File: src/rtl/fcc_pkg.sv
package fcc_pkg;

    localparam int EXP_W  = 15;
    localparam int MAN_W  = 64;
    localparam int FMT_W  = 1 + EXP_W + MAN_W;
    localparam int FRAC_W = MAN_W - 1;
    localparam int CC_W   = 4;

    typedef struct packed {
        logic             sign;
        logic [EXP_W-1:0] expo;
        logic [MAN_W-1:0] sig;
    } ext_val_t;

    typedef enum logic [1:0] {
        VC_FINITE = 2'd0,
        VC_ZERO   = 2'd1,
        VC_INF    = 2'd2,
        VC_NAN    = 2'd3
    } val_class_t;

    // Bit order is what downstream test decoding relies on: N,Z,I,NaN.
    typedef struct packed {
        logic neg;
        logic zer;
        logic inf;
        logic nan;
    } cc_t;

    function automatic cc_t class_to_cc(val_class_t cls, logic sgn);
        cc_t r;
        r.neg = sgn;
        r.zer = (cls == VC_ZERO);
        r.inf = (cls == VC_INF);
        r.nan = (cls == VC_NAN);
        return r;
    endfunction

endpackage

File: src/rtl/fcc_classify.sv
module fcc_classify
    import fcc_pkg::*;
(
    input  ext_val_t   val_i,
    output val_class_t cls_o
);
    logic exp_max;
    logic exp_min;
    logic frac_nz;
    logic sig_nz;

    always_comb begin
        exp_max = &val_i.expo;
        exp_min = ~|val_i.expo;
        frac_nz = |val_i.sig[FRAC_W-1:0];
        sig_nz  = |val_i.sig;
    end

    always_comb begin
        if (exp_max) begin
            cls_o = frac_nz ? VC_NAN : VC_INF;
        end else if (exp_min && !sig_nz) begin
            cls_o = VC_ZERO;
        end else begin
            cls_o = VC_FINITE;
        end
    end
endmodule

File: src/rtl/fcc_flag_reg.sv
module fcc_flag_reg
    import fcc_pkg::*;
(
    input  logic clk,
    input  logic rst,
    input  logic load_i,
    input  cc_t  cc_d,
    output cc_t  cc_q
);
    always_ff @(posedge clk) begin
        if (rst) begin
            cc_q <= '0;
        end else if (load_i) begin
            cc_q <= cc_d;
        end
    end

    // flags hold when no update is requested
    p_hold_r3: assert property (@(posedge clk) disable iff (rst)
        !load_i |=> $stable(cc_q));

    // an update lands in the cycle after the strobe
    p_load_r1: assert property (@(posedge clk) disable iff (rst)
        load_i |=> (cc_q == $past(cc_d)));
endmodule

File: src/rtl/fcc_gen.sv
module fcc_gen
    import fcc_pkg::*;
(
    input  logic                  clk,
    input  logic                  rst,
    input  logic                  upd_i,
    input  logic [FMT_W-1:0]      res_i,
    output logic [CC_W-1:0]       cc_o
);
    ext_val_t   val;
    val_class_t cls;
    cc_t        cc_next;
    cc_t        cc_reg;

    assign val = ext_val_t'(res_i);

    fcc_classify u_cls (
        .val_i (val),
        .cls_o (cls)
    );

    assign cc_next = class_to_cc(cls, val.sign);

    fcc_flag_reg u_reg (
        .clk    (clk),
        .rst    (rst),
        .load_i (upd_i),
        .cc_d   (cc_next),
        .cc_q   (cc_reg)
    );

    assign cc_o = cc_reg;

    // negative flag tracks the sampled sign bit
    p_sign_r2: assert property (@(posedge clk) disable iff (rst)
        upd_i |=> (cc_o[3] == $past(res_i[FMT_W-1])));

    // class flags never overlap
    p_excl_r9: assert property (@(posedge clk) disable iff (rst)
        $onehot0(cc_o[2:0]));

    // all-ones exponent with a nonzero fraction always flags NaN
    p_nan_r7: assert property (@(posedge clk) disable iff (rst)
        (upd_i && (&res_i[FMT_W-2:MAN_W]) && (|res_i[FRAC_W-1:0])) |=> cc_o[0]);

    // reset clears every flag
    p_clear_r10: assert property (@(posedge clk)
        rst |=> (cc_o == '0));
endmodule

File: config.mk
export PLATFORM = sky130hd
export DESIGN_NAME = fcc_gen
export DESIGN_NICKNAME = d
export VERILOG_FILES = /design/src/rtl/fcc_pkg.sv /design/src/rtl/fcc_classify.sv /design/src/rtl/fcc_flag_reg.sv /design/src/rtl/fcc_gen.sv
export SDC_FILE = /design/constraint.sdc
export NUM_CORES = 1
export LEC_CHECK = 0
export BUFFER_PORTS_ARGS = -buffer_cell sky130_fd_sc_hd__buf_4
export CAP_MARGIN = 5
export CORE_MARGIN = 2
export CORE_UTILIZATION = 22
export CTS_CLUSTER_SIZE = 20
export DETAILED_ROUTE_END_ITERATION = 10
export PLACE_DENSITY_LB_ADDON = 0.12
export SLEW_MARGIN = 20
export SYNTH_ARGS = -nofsm -noshare
export SYNTH_HDL_FRONTEND = slang
export SYNTH_SLANG_ARGS = --single-unit
File: constraint.sdc
create_clock -name clk -period 2.1 [get_ports clk]
set_input_delay 0.63 -clock clk [delete_from_list [all_inputs] [get_ports clk]]
set_output_delay 0.63 -clock clk [all_outputs]
set_load 0.02 [all_outputs]
# Word level (Yosys, flattened, before mapping)
# Index checks and enable logic that the tools add are counted.
# op_classes
addsub,0
n_mul,0
n_div,0
n_lt_le_gt_ge,0
eq_ne,3
shifts,0
n_mux,3
n_bitwise,0
reduce_logical,7
# ops
op,count
OR reduction 64 bit,1
OR reduction 63 bit,1
AND reduction 15 bit,1
OR reduction 15 bit,1
"equality test 2 bit, second input constant",2
"equality test 2 x 1 -> 1 bit, second input constant",1
logical NOT 1 bit,2
2-to-1 mux 1 bit,2
2-to-1 mux 2 bit,1
logical AND 1 bit,1
# totals
ff_bits,4
latchBits,0
mem_bits_rw,0
rom_bits,0
inputBits,83
output_inout_bits,4
elab_cells,17
n_memories,0

# Depth between registers and ports, before layout
# Gate-level depths: netlist of the first run.
# logic_depth
ltp_word,6
mapped_depth,4
ltp_nobuf,4

# Hierarchy
# A second synthesis of the first run with hierarchy kept.
# unflattened
cells_unflattened,49
area_unflattened_um2,387.9
# modules_own_cells
module,instances,cells_per_inst,area_per_inst_um2,seq_area_each_um2
fcc_classify,1,33,225.2,0.0
fcc_flag_reg,1,13,140.1,80.1
fcc_gen,1,3,22.5,0.0

# Worst setup path before layout of the first run
# Ideal clock, no wire load.
# synth_path
path_kind,input to register
from,input res_i[5]
to,register u_reg.cc_q[1] in the netlist's numbering
setup_ps,59
t_arrival_ps,1531
required_time_ps,2041
path_slack_ps,509
stages,4
path_buffers,0
path_cell_list,nor4_1 nand4_1 nor4_2 a32o_2
# synth_between
elab_chain_len,6
word_cells_on_any_way,8
cone_classes,eq/ne (1); mux (3); reduce/logical (4)
# synth_lines
item,line,source
from (decl),fcc_gen.sv:7,"input logic [FMT_W-1:0] res_i,"
OR reduction 64 bit,fcc_classify.sv:16,sig_nz = |val_i.sig;
logical NOT 1 bit,fcc_classify.sv:22,end else if (exp_min && !sig_nz) begin
logical AND 1 bit,fcc_classify.sv:22,
2-to-1 mux 1 bit,fcc_classify.sv:22,
2-to-1 mux 2 bit *,fcc_classify.sv:20,if (exp_max) begin
equality test 2 bit *,fcc_pkg.sv:34,r.inf = (cls == VC_INF);
to (signal assigned),fcc_flag_reg.sv:12,cc_q <= '0;
to (signal assigned),fcc_flag_reg.sv:14,cc_q <= cc_d;
to (decl),fcc_flag_reg.sv:8,output cc_t cc_q
# Mark *: on every way between the ends. The rest lies on a longest branch, timed or not.
# A chain may end at the register's enable or synchronous reset.

# Worst setup path after layout of the first run
# layout_path
from,input res_i[0]
to,register u_reg.cc_q[0] in the netlist's numbering
# layout_between
elab_chain_len,6
word_cells_on_any_way,8
cone_classes,eq/ne (1); mux (3); reduce/logical (4)
# layout_lines
item,line,source
OR reduction 64 bit,fcc_classify.sv:16,
logical NOT 1 bit,fcc_classify.sv:22,
logical AND 1 bit,fcc_classify.sv:22,
2-to-1 mux 1 bit,fcc_classify.sv:22,
2-to-1 mux 2 bit *,fcc_classify.sv:20,
equality test 2 bit *,fcc_pkg.sv:35,r.nan = (cls == VC_NAN);
# Marked as above.

==> impl_metrics.csv, run 1 <==
group,metric,value,unit
worst_setup_path,r2r_slack,1.46,ns
placed_design,dp_hpwl,2030,um
clock_network,cts_tree,"done",
sta,setup_violations,0,
sta,fin_setup_tns,0,ns
sta,fin_worst_hold_slack,0.460,ns
clock_network,numCtsBuffers,3,
worst_setup_path,r2r_cells,1,
sta,clock.fmax,627,MHz
worst_setup_path,cp.arrival,1.70,ns
finish,area_growth,199,%
power_and_ir_drop,p_leak,0.000506,uW
clock_network,cts_resized,0,
power_and_ir_drop,p_per_area,301,mW/mm2
floorplanning,coreArea,0.00149,mm2
drt,drt-initial-drc-count,4,
finish,drive_above_1_share,68.7,%
finish,final_util,69.5,%
finish,largest_reg_flops,4,
clock_network,postCtsHoldBufs,0,
logic_synthesis,avgSynthCellArea,7.70,um2
finish,largest_register,"u_reg.cc_q",
logic_synthesis,netlist_area,347,um2
status,status,"finished, final reports clean",
finish,finalInstanceArea,0.00103,mm2
worst_setup_path,worstPathCellList,"buf_4, nor4_1, nand4_1, nor4_2, o21ai_0",
floorplanning,die_y,43.7,um
worst_setup_path,critPathRequiredTime,2.20,ns
drt,vias,756,
sta,worst_slew_pin_slew,0.349,ns
global_route,antenna_found_initial,0,
floorplanning,die_w,43.7,um
worst_hold_path,hp-start,"u_reg.cc_q[0]$_SDFFE_PP0P_",
drt,wirelength,2190,um
floorplanning,ios,87,
finish,fillers,136,
global_route,grt_pass1_wl,3490,um
placed_design,gp_congestion,0.800,
logic_synthesis,ys_types,15,
worst_hold_path,holdPathEnd,"u_reg.cc_q[0]$_SDFFE_PP0P_",
finish,diodes,0,
drt,via_per_inst,5.04,
logic_synthesis,ys_seq_elements,4,
clock_network,clkTransAtPathRegs,0.04,ns
clock_network,cts_htree_levels,1,
logic_synthesis,synthesis.instances,45,
run,maxCapViolCount,0,
worst_setup_path,crit_path_max_fanout,3,
global_route,grt_overflow,0,
placed_design,place_area,0.00101,mm2
placed_design,dp_cells,147,
worst_setup_path,critPathLaunchType,"input pin",
drt,dr.pass1.iters,4,
clock_network,cts.sinks,4,
global_route,grt_pass1_vias,838,
floorplanning,start_util,23.3,%
clock_network,cts_root_buffer,"clkbuf_4",
sta,rsz0062_at_grt,"false",
logic_synthesis,syn-num-nets,128,
sta,final_max_slew_viol_count,0,
drt,antenna_left,0,
power_and_ir_drop,worst_ir_drop_vdd,0.000233,V
logic_synthesis,seq_area_frac_synth,23.1,%
worst_hold_path,min_path_type,"flop to flop",
floorplanning,num_rows,14,
worst_setup_path,critical-path-slowest-cell,"nor4_2",
worst_setup_path,cp-end-kind,"flop",
clock_network,cts_setup_buffers,0,
floorplanning,dieArea,0.00191,mm2
worst_setup_path,regToRegEndpoint,"u_reg.cc_q[1]$_SDFFE_PP0P_",
worst_setup_path,criticalPathCategory,"input pin to flop",
global_route,grt_use_total,24.4,%
finish,reg.largest.list,"u_reg.cc_q: 4 flops",
sta,fin_crit,1.59,ns
drt,drc,0,
placed_design,io_buffers,86,
drt,wl_per_cell,14.6,um
sta,clock_skew,0,ns
global_route,grt_max_degree,4,
worst_setup_path,cpPeakStageDelay,0.39,ns
worst_setup_path,r2r_start,"u_reg.cc_q[1]$_SDFFE_PP0P_",
finish,layout.cells.non_filler,150,
sta,hold_viol,0,
clock_network,insertion_delay,0.23,ns
sta,post-route-period-util,75.9,%
finish,nets,219,
sta,slew_headroom,76.5,%
logic_synthesis,yosys_warnings,0,
clock_network,clockBufferDepth,2,
worst_hold_path,holdPathStages,2,
-- routing by layer --
layer | routed length (um) | track usage [%] | up-vias | share of wire [%]
li1 | - | - | 380 | -
met1 | 732 | 24.6 | 319 | 33
met2 | 1210 | 47.9 | 51 | 55
met3 | 183 | 5.42 | 6 | 8.4
met4 | 59 | 8.48 | 0 | 2.7
met5 | 0 | 0 | - | 0
-- synth_stat cells --
library cell  count  area (um2)
nand3_1           1        5.00
nor2_1            2        7.51
dfxtp_1           4        80.1
a22o_1            1        8.76
a32o_2            1        11.3
nor4_1           18         113
or4_1             1        7.51
nand4_1           7        43.8
mux2i_1           1        10.0
and3_1            1        6.26
nand2_1           2        7.51
nor4_2            2        25.0
nor3_1            2        10.0
o21ai_0           1        5.00
nand2b_1          1        6.26
-- final cells by class --
cell class	count	area, um2	area share [%]
clock buffer	3	22.5	2.18
timing repair buffer	86	646	62.4
multi-input combinational	41	267	25.8
tap	16	20.0	1.93
sequential	4	80.1	7.74
-- placed cells by master, fill, tap and decap left out --
| master | instances |
|---|---|
| nor3_1 | 2 |
| a22o_1 | 1 |
| o21ai_0 | 1 |
| nand2_1 | 2 |
| nand3_1 | 1 |
| nor4_2 | 2 |
| buf_4 | 86 |
| dfxtp_1 | 4 |
| nand2b_1 | 1 |
| or4_1 | 1 |
| and3_1 | 1 |
| nor4_1 | 18 |
| nand4_1 | 7 |
| mux2i_1 | 1 |
| nor2_1 | 2 |
| a32o_2 | 1 |
| clkbuf_4 | 3 |
-- per-stage QoR --
stage | power, uW | setup slack (ns)
2_1_floorplan | 92.9 | 0.509
3_3_place_gp | 215 | 0.286
3_5_place_dp | 219 | 0.261
4_1_cts | 316 | 0.512
5_1_grt | 333 | 0.362
6_report | 312 | 0.505
-- critical path: cells and delay by family --
kind / cells / cell delay (ns)
buffers and inverters: 1 / 0.11
AND/OR/NAND/NOR: 3 / 0.81
AO/OA/AOI/OAI: 1 / 0.15
-- worst max-delay path by stage --
stage          cells after the start                    endpoint  slack [ns]  startpoint
2_1_floorplan                      4  u_reg.cc_q[1]$_SDFFE_PP0P_        0.51    res_i[5]
3_3_place_gp                       5  u_reg.cc_q[1]$_SDFFE_PP0P_        0.29    res_i[5]
3_5_place_dp                       5  u_reg.cc_q[0]$_SDFFE_PP0P_        0.26    res_i[5]
4_1_cts                            5  u_reg.cc_q[0]$_SDFFE_PP0P_        0.51    res_i[5]
5_1_grt                            5  u_reg.cc_q[0]$_SDFFE_PP0P_        0.36   res_i[30]
6_report                           5  u_reg.cc_q[0]$_SDFFE_PP0P_        0.51    res_i[0]
-- where the power goes --
group	total, uW	internal [uW]	switching (uW)	leakage (uW)
registers	78.0	77.5	0.473	0.0000324
logic	139	104	34.6	0.000460
clock network	95.2	63.9	31.3	0.0000138
total	312	246	66.3	0.000506
-- logic make-up (layout without fill, tap and decap cells) --
kind of cell / after synthesis / after routing / synth area share, %
AOI/OAI and AO/OA: 3 / 3 / 7.22
buffers and inverters: 0 / 89 / 0
DFF: 4 / 4 / 23.1
muxes: 1 / 1 / 2.89
and+or+nand+nor: 37 / 37 / 66.8
(Power assumes the default switching activity.)
==> inputs of run 2 (changes only) <==
Settings changed: CORE_UTILIZATION 22 to 21.
Clock period 2.1 ns to 1.66 ns, I/O delays scaled along.
==> run 2 against run 1 <==
Final area did not move. Critical path depth did not move. Clock skew did not move. Sequential power rose by 27%. Combinational power rose by 24%. Worst hold slack got worse by 0.021 ns. Register-to-register slack got worse by 0.45 ns. Sequential cell count did not move. Count of clock-buffer cells in the layout did not move. Die area rose by 4.3%. Largest cell class unchanged.
==> impl_metrics.csv, run 2 (synthesis results as in run 1) <==
group,metric,value,unit
status,status,"finished, final reports clean",
finish,nets,219,
global_route,grt_use_total,21.2,%
sta,hold_viol,0,
drt,via_per_inst,5.08,
sta,slew_headroom,75.6,%
sta,final_max_slew_viol_count,0,
drt,drt-initial-drc-count,10,
clock_network,clkTransAtPathRegs,0.04,ns
worst_setup_path,critPathLaunchType,"input pin",
sta,clock.fmax,680,MHz
power_and_ir_drop,power.share.sequential,25.1,%
power_and_ir_drop,p_per_area,380,mW/mm2
clock_network,cts_htree_levels,1,
power_and_ir_drop,clkPwrFrac,30.9,%
floorplanning,num_rows,14,
worst_setup_path,r2r_start,"u_reg.cc_q[1]$_SDFFE_PP0P_",
finish,largest_reg_flops,4,
worst_setup_path,cp.arrival,1.57,ns
clock_network,clockBufferDepth,2,
worst_setup_path,r2r_slack,1.01,ns
global_route,grt_overflow,0,
run,maxCapViolCount,0,
finish,reg.largest.list,"u_reg.cc_q: 4 flops",
power_and_ir_drop,internal_power,311,uW
worst_setup_path,r2r_cells,1,
worst_hold_path,min_path_type,"input pin to flop",
power_and_ir_drop,worst_ir_drop_vdd,0.000399,V
power_and_ir_drop,switchingPower,82.8,uW
finish,drive_above_1_share,68.7,%
worst_hold_path,holdPathStages,2,
worst_setup_path,regToRegEndpoint,"u_reg.cc_q[1]$_SDFFE_PP0P_",
clock_network,postCtsHoldBufs,0,
sta,clock_skew,0,ns
global_route,grt_pass1_vias,775,
worst_hold_path,hp-start,"rst",
clock_network,cts_root_buffer,"clkbuf_4",
clock_network,numCtsBuffers,3,
sta,rsz0062_at_grt,"false",
finish,area_growth,199,%
power_and_ir_drop,pwr-share-comb,44.0,%
drt,wirelength,1950,um
worst_setup_path,criticalPathCategory,"input pin to flop",
sta,post-route-period-util,88.6,%
drt,dr.pass1.iters,4,
sta,fin_crit,1.47,ns
global_route,grt_pass1_wl,3040,um
drt,wl_per_cell,13.0,um
finish,fillers,130,
placed_design,io_buffers,86,
power_and_ir_drop,sw_frac_of_total,21.1,%
floorplanning,coreArea,0.00152,mm2
worst_setup_path,critPathRequiredTime,1.76,ns
floorplanning,dieArea,0.00199,mm2
global_route,antenna_found_initial,0,
worst_setup_path,cp-end-kind,"flop",
finish,layout_commonest_cell,"buf_4",
sta,fin_worst_hold_slack,0.439,ns
sta,setup_violations,0,
placed_design,gp_congestion,0.850,
clock_network,cts_setup_buffers,0,
floorplanning,die_y,44.6,um
clock_network,cts_resized,0,
finish,largest_register,"u_reg.cc_q",
clock_network,cts_tree,"done",
finish,final_cell_mix,"86 x buf_4, 18 x nor4_1, 7 x nand4_1",
floorplanning,ios,87,
floorplanning,start_util,22.7,%
power_and_ir_drop,p_total,393,uW
power_and_ir_drop,p_leak,0.000506,uW
drt,antenna_left,0,
sta,worst_slew_pin_slew,0.362,ns
worst_hold_path,holdPathEnd,"u_reg.cc_q[3]$_SDFFE_PP0P_",
global_route,grt_max_degree,4,
floorplanning,die_w,44.6,um
clock_network,cts.sinks,4,
worst_setup_path,crit_path_max_fanout,3,
finish,diodes,0,
drt,vias,762,
drt,drc,0,
clock_network,insertion_delay,0.24,ns
==> run 2: layout make-up <==
class                   count  area [um2]  area share (%)
flip-flops and latches      4        80.1            7.74
repair buffers             86         646            62.4
multi-input cells          41         267            25.8
well taps                  16        20.0            1.93
clock buffers               3        22.5            2.18
==> run 2: worst max-delay path, cell delays in order <==
cell     delay [ns]
buf_4          0.10
nor4_1         0.28
nand4_1        0.15
nor4_2         0.38
o21ai_0        0.15
==> run 2: power groups by stage <==
stage,clock [uW],combinational (uW),sequential [uW]
2_1_floorplan,0,15.6,102
3_3_place_gp,0,170,100
3_5_place_dp,0,174,100
4_1_cts,127,175,98.7
5_1_grt,132,187,98.8
6_report,121,173,98.8
==> run 2: metrics by stage <==
step	TNS [ns]	utilization, %	cells	instance area, um2	setup WS (ns)
after floorplan	0	-	45	347	0.201
after global placement	-0.0143	66.4	147	1010	-0.0130
after detailed placement	-0.182	66.4	147	1010	-0.0825
after CTS	0	67.9	150	1030	0.168
after global routing	0	67.9	150	1030	0.0173
final	0	67.9	150	1030	0.189
==> run 2: worst max path at each step <==
stage          startpoint                          to  slack [ns]  cells after the start
2_1_floorplan    res_i[5]  u_reg.cc_q[1]$_SDFFE_PP0P_        0.20                      4
3_3_place_gp     res_i[5]  u_reg.cc_q[1]$_SDFFE_PP0P_       -0.01                      5
3_5_place_dp    res_i[35]  u_reg.cc_q[0]$_SDFFE_PP0P_       -0.08                      5
4_1_cts         res_i[35]  u_reg.cc_q[0]$_SDFFE_PP0P_        0.17                      5
5_1_grt         res_i[35]  u_reg.cc_q[0]$_SDFFE_PP0P_        0.02                      5
6_report        res_i[35]  u_reg.cc_q[0]$_SDFFE_PP0P_        0.19                      5
==> run 2: metal layers <==
layer | vias up | wire (um) | GRT usage, %
li1 | 382 | - | -
met1 | 320 | 592 | 18.2
met2 | 50 | 1090 | 42.0
met3 | 10 | 204 | 6.53
met4 | 0 | 64 | 11.5
met5 | - | 0 | 0
==> inputs of run 3 (changes only) <==
Settings changed: CORE_UTILIZATION 21 to 22, CTS_BUF_LIST set to sky130_fd_sc_hd__clkbuf_8, PLACE_DENSITY_LB_ADDON 0.12 to 0.15.
==> run 3 against run 2 <==
Sequential cell count unchanged. Clock power increased by 74%. Utilization increased by 3.4 points. First-iteration DRC count unchanged. Clock skew unchanged. Critical path depth unchanged. Largest power group is now the clock network. Largest cell class unchanged. Non-clock buffer count unchanged.
==> impl_metrics.csv, run 3 (synthesis results as in run 1) <==
group,metric,value,unit
worst_setup_path,critPathLaunch,"res_i[5]",
floorplanning,coreArea,0.00149,mm2
power_and_ir_drop,switchingPower,97.7,uW
finish,drive_above_1_share,68.7,%
floorplanning,start_util,23.3,%
sta,setup_violations,0,
sta,worst_slew_pin_slew,0.388,ns
worst_hold_path,min_path_type,"flop to flop",
finish,nets,219,
floorplanning,ios,87,
worst_setup_path,cp.arrival,1.65,ns
finish,largest_reg_flops,4,
power_and_ir_drop,pwr-share-comb,35.9,%
clock_network,clkTransAtPathRegs,0.04,ns
sta,clock.fmax,673,MHz
worst_setup_path,crit_buf_inv,1,
floorplanning,num_rows,14,
placed_design,pre_cts_ws,-0.0630,ns
worst_setup_path,crit_cells,5,
drt,antenna_left,0,
drt,drc,0,
power_and_ir_drop,p_per_area,454,mW/mm2
floorplanning,die_w,43.7,um
power_and_ir_drop,internal_power,385,uW
worst_setup_path,critPathLaunchType,"input pin",
clock_network,numCtsBuffers,3,
sta,post-route-period-util,89.5,%
clock_network,insertion_delay,0.21,ns
finish,layout_commonest_cell,"buf_4",
worst_setup_path,crit_path_max_fanout,3,
finish,final_util,71.3,%
global_route,grt_use_total,21.2,%
worst_setup_path,cp-end-kind,"flop",
finish,layout.cells.non_filler,150,
worst_setup_path,crit_family,"simple AND/OR/NAND/NOR gates",
worst_setup_path,criticalPathCategory,"input pin to flop",
worst_setup_path,critical-path-slowest-cell,"nor4_4",
worst_setup_path,critPathRequiredTime,1.82,ns
sta,slew_headroom,73.9,%
global_route,grt_pass1_vias,804,
finish,area_growth,206,%
drt,vias,774,
sta,fin_worst_hold_slack,0.455,ns
power_and_ir_drop,sw_frac_of_total,20.2,%
sta,fin_crit,1.49,ns
finish,final_cell_mix,"86 x buf_4, 18 x nor4_1, 7 x nand4_1",
worst_setup_path,worstPathCellList,"buf_4, nor4_1, nand4_1, nor4_4, a32o_2",
drt,wl_per_cell,12.6,um
sta,final_max_slew_viol_count,0,
clock_network,cts_htree_levels,1,
placed_design,io_buffers,86,
sta,setup_ws,0.174,ns
finish,diodes,0,
global_route,antenna_found_initial,0,
worst_setup_path,cpPeakStageDelay,0.35,ns
power_and_ir_drop,clkPwrFrac,43.5,%
floorplanning,die_y,43.7,um
worst_setup_path,r2r_cells,1,
floorplanning,dieArea,0.00191,mm2
drt,via_per_inst,5.16,
power_and_ir_drop,worst_ir_drop_vdd,0.000321,V
finish,largest_register,"u_reg.cc_q",
drt,wirelength,1900,um
clock_network,cts_tree,"done",
run,maxCapViolCount,0,
clock_network,cts.sinks,4,
clock_network,cts_root_buffer,"clkbuf_8",
worst_setup_path,r2r_slack,1.00,ns
global_route,grt_max_degree,4,
placed_design,gp_congestion,0.712,
worst_hold_path,hp-start,"u_reg.cc_q[0]$_SDFFE_PP0P_",
power_and_ir_drop,p_leak,0.000531,uW
worst_setup_path,r2r_start,"u_reg.cc_q[1]$_SDFFE_PP0P_",
status,status,"finished, final reports clean",
sta,hold_viol,0,
sta,rsz0062_at_grt,"false",
placed_design,dp_cells,147,
clock_network,postCtsHoldBufs,0,
worst_hold_path,holdPathStages,2,
drt,dr.pass1.iters,4,
power_and_ir_drop,power.share.sequential,20.5,%
power_and_ir_drop,p_total,482,uW
clock_network,clockBufferDepth,2,
drt,drt-initial-drc-count,10,
sta,clock_skew,0,ns
global_route,grt_overflow,0,
finish,reg.largest.list,"u_reg.cc_q: 4 flops",
global_route,grt_pass1_wl,3060,um
## run 3: path summary, 6_finish.rpt
path | to
worst min-delay path | u_reg.cc_q[0]$_SDFFE_PP0P_
worst min register to register | u_reg.cc_q[0]$_SDFFE_PP0P_
worst max-delay path | u_reg.cc_q[1]$_SDFFE_PP0P_
worst max register to register | u_reg.cc_q[1]$_SDFFE_PP0P_
## run 3: what timing repair did
item,CTS,global route
buffers inserted,0,0
resized for setup,0,1
setup endpoints to repair,0,2
## run 3: tightest hold or removal path: cells and delay by family, from the launching register on
kind | cells | cell delay [ns]
AOI/OAI and AO/OA | 1 | 0.06
DFF | 1 | 0.31
and+or+nand+nor | 1 | 0.05
## run 3: per-stage QoR
stage                     instance area, um2  setup TNS (ns)
after floorplan                          347               0
after global placement                  1010         -0.0170
after detailed placement                1010          -0.136
after CTS                               1050               0
after global routing                    1060               0
final                                   1060               0
## run 3: area by class of cell
class	instances	area, um2
Clock buffer	3	41.3
Fill cell	141	427
Multi-Input combinational cell	41	275
Sequential cell	4	80.1
Tap cell	16	20.0
Timing Repair Buffer	86	646
## run 3: layer usage
layer / up-vias / global-route usage, % / wire (um)
met4: 0 / 10.9 / 42
met3: 4 / 7.08 / 287
met5: - / 0 / 0
met1: 333 / 19.7 / 532
met2: 57 / 40.0 / 1040
li1: 380 / - / -
## run 3: power groups by stage
stage | Clock, uW | Sequential (uW) | Combinational [uW]
2_1_floorplan | 0 | 102 | 15.6
3_3_place_gp | 0 | 100 | 170
3_5_place_dp | 0 | 100 | 174
4_1_cts | 216 | 99.1 | 175
5_1_grt | 220 | 99.1 | 188
6_report | 210 | 99.1 | 173
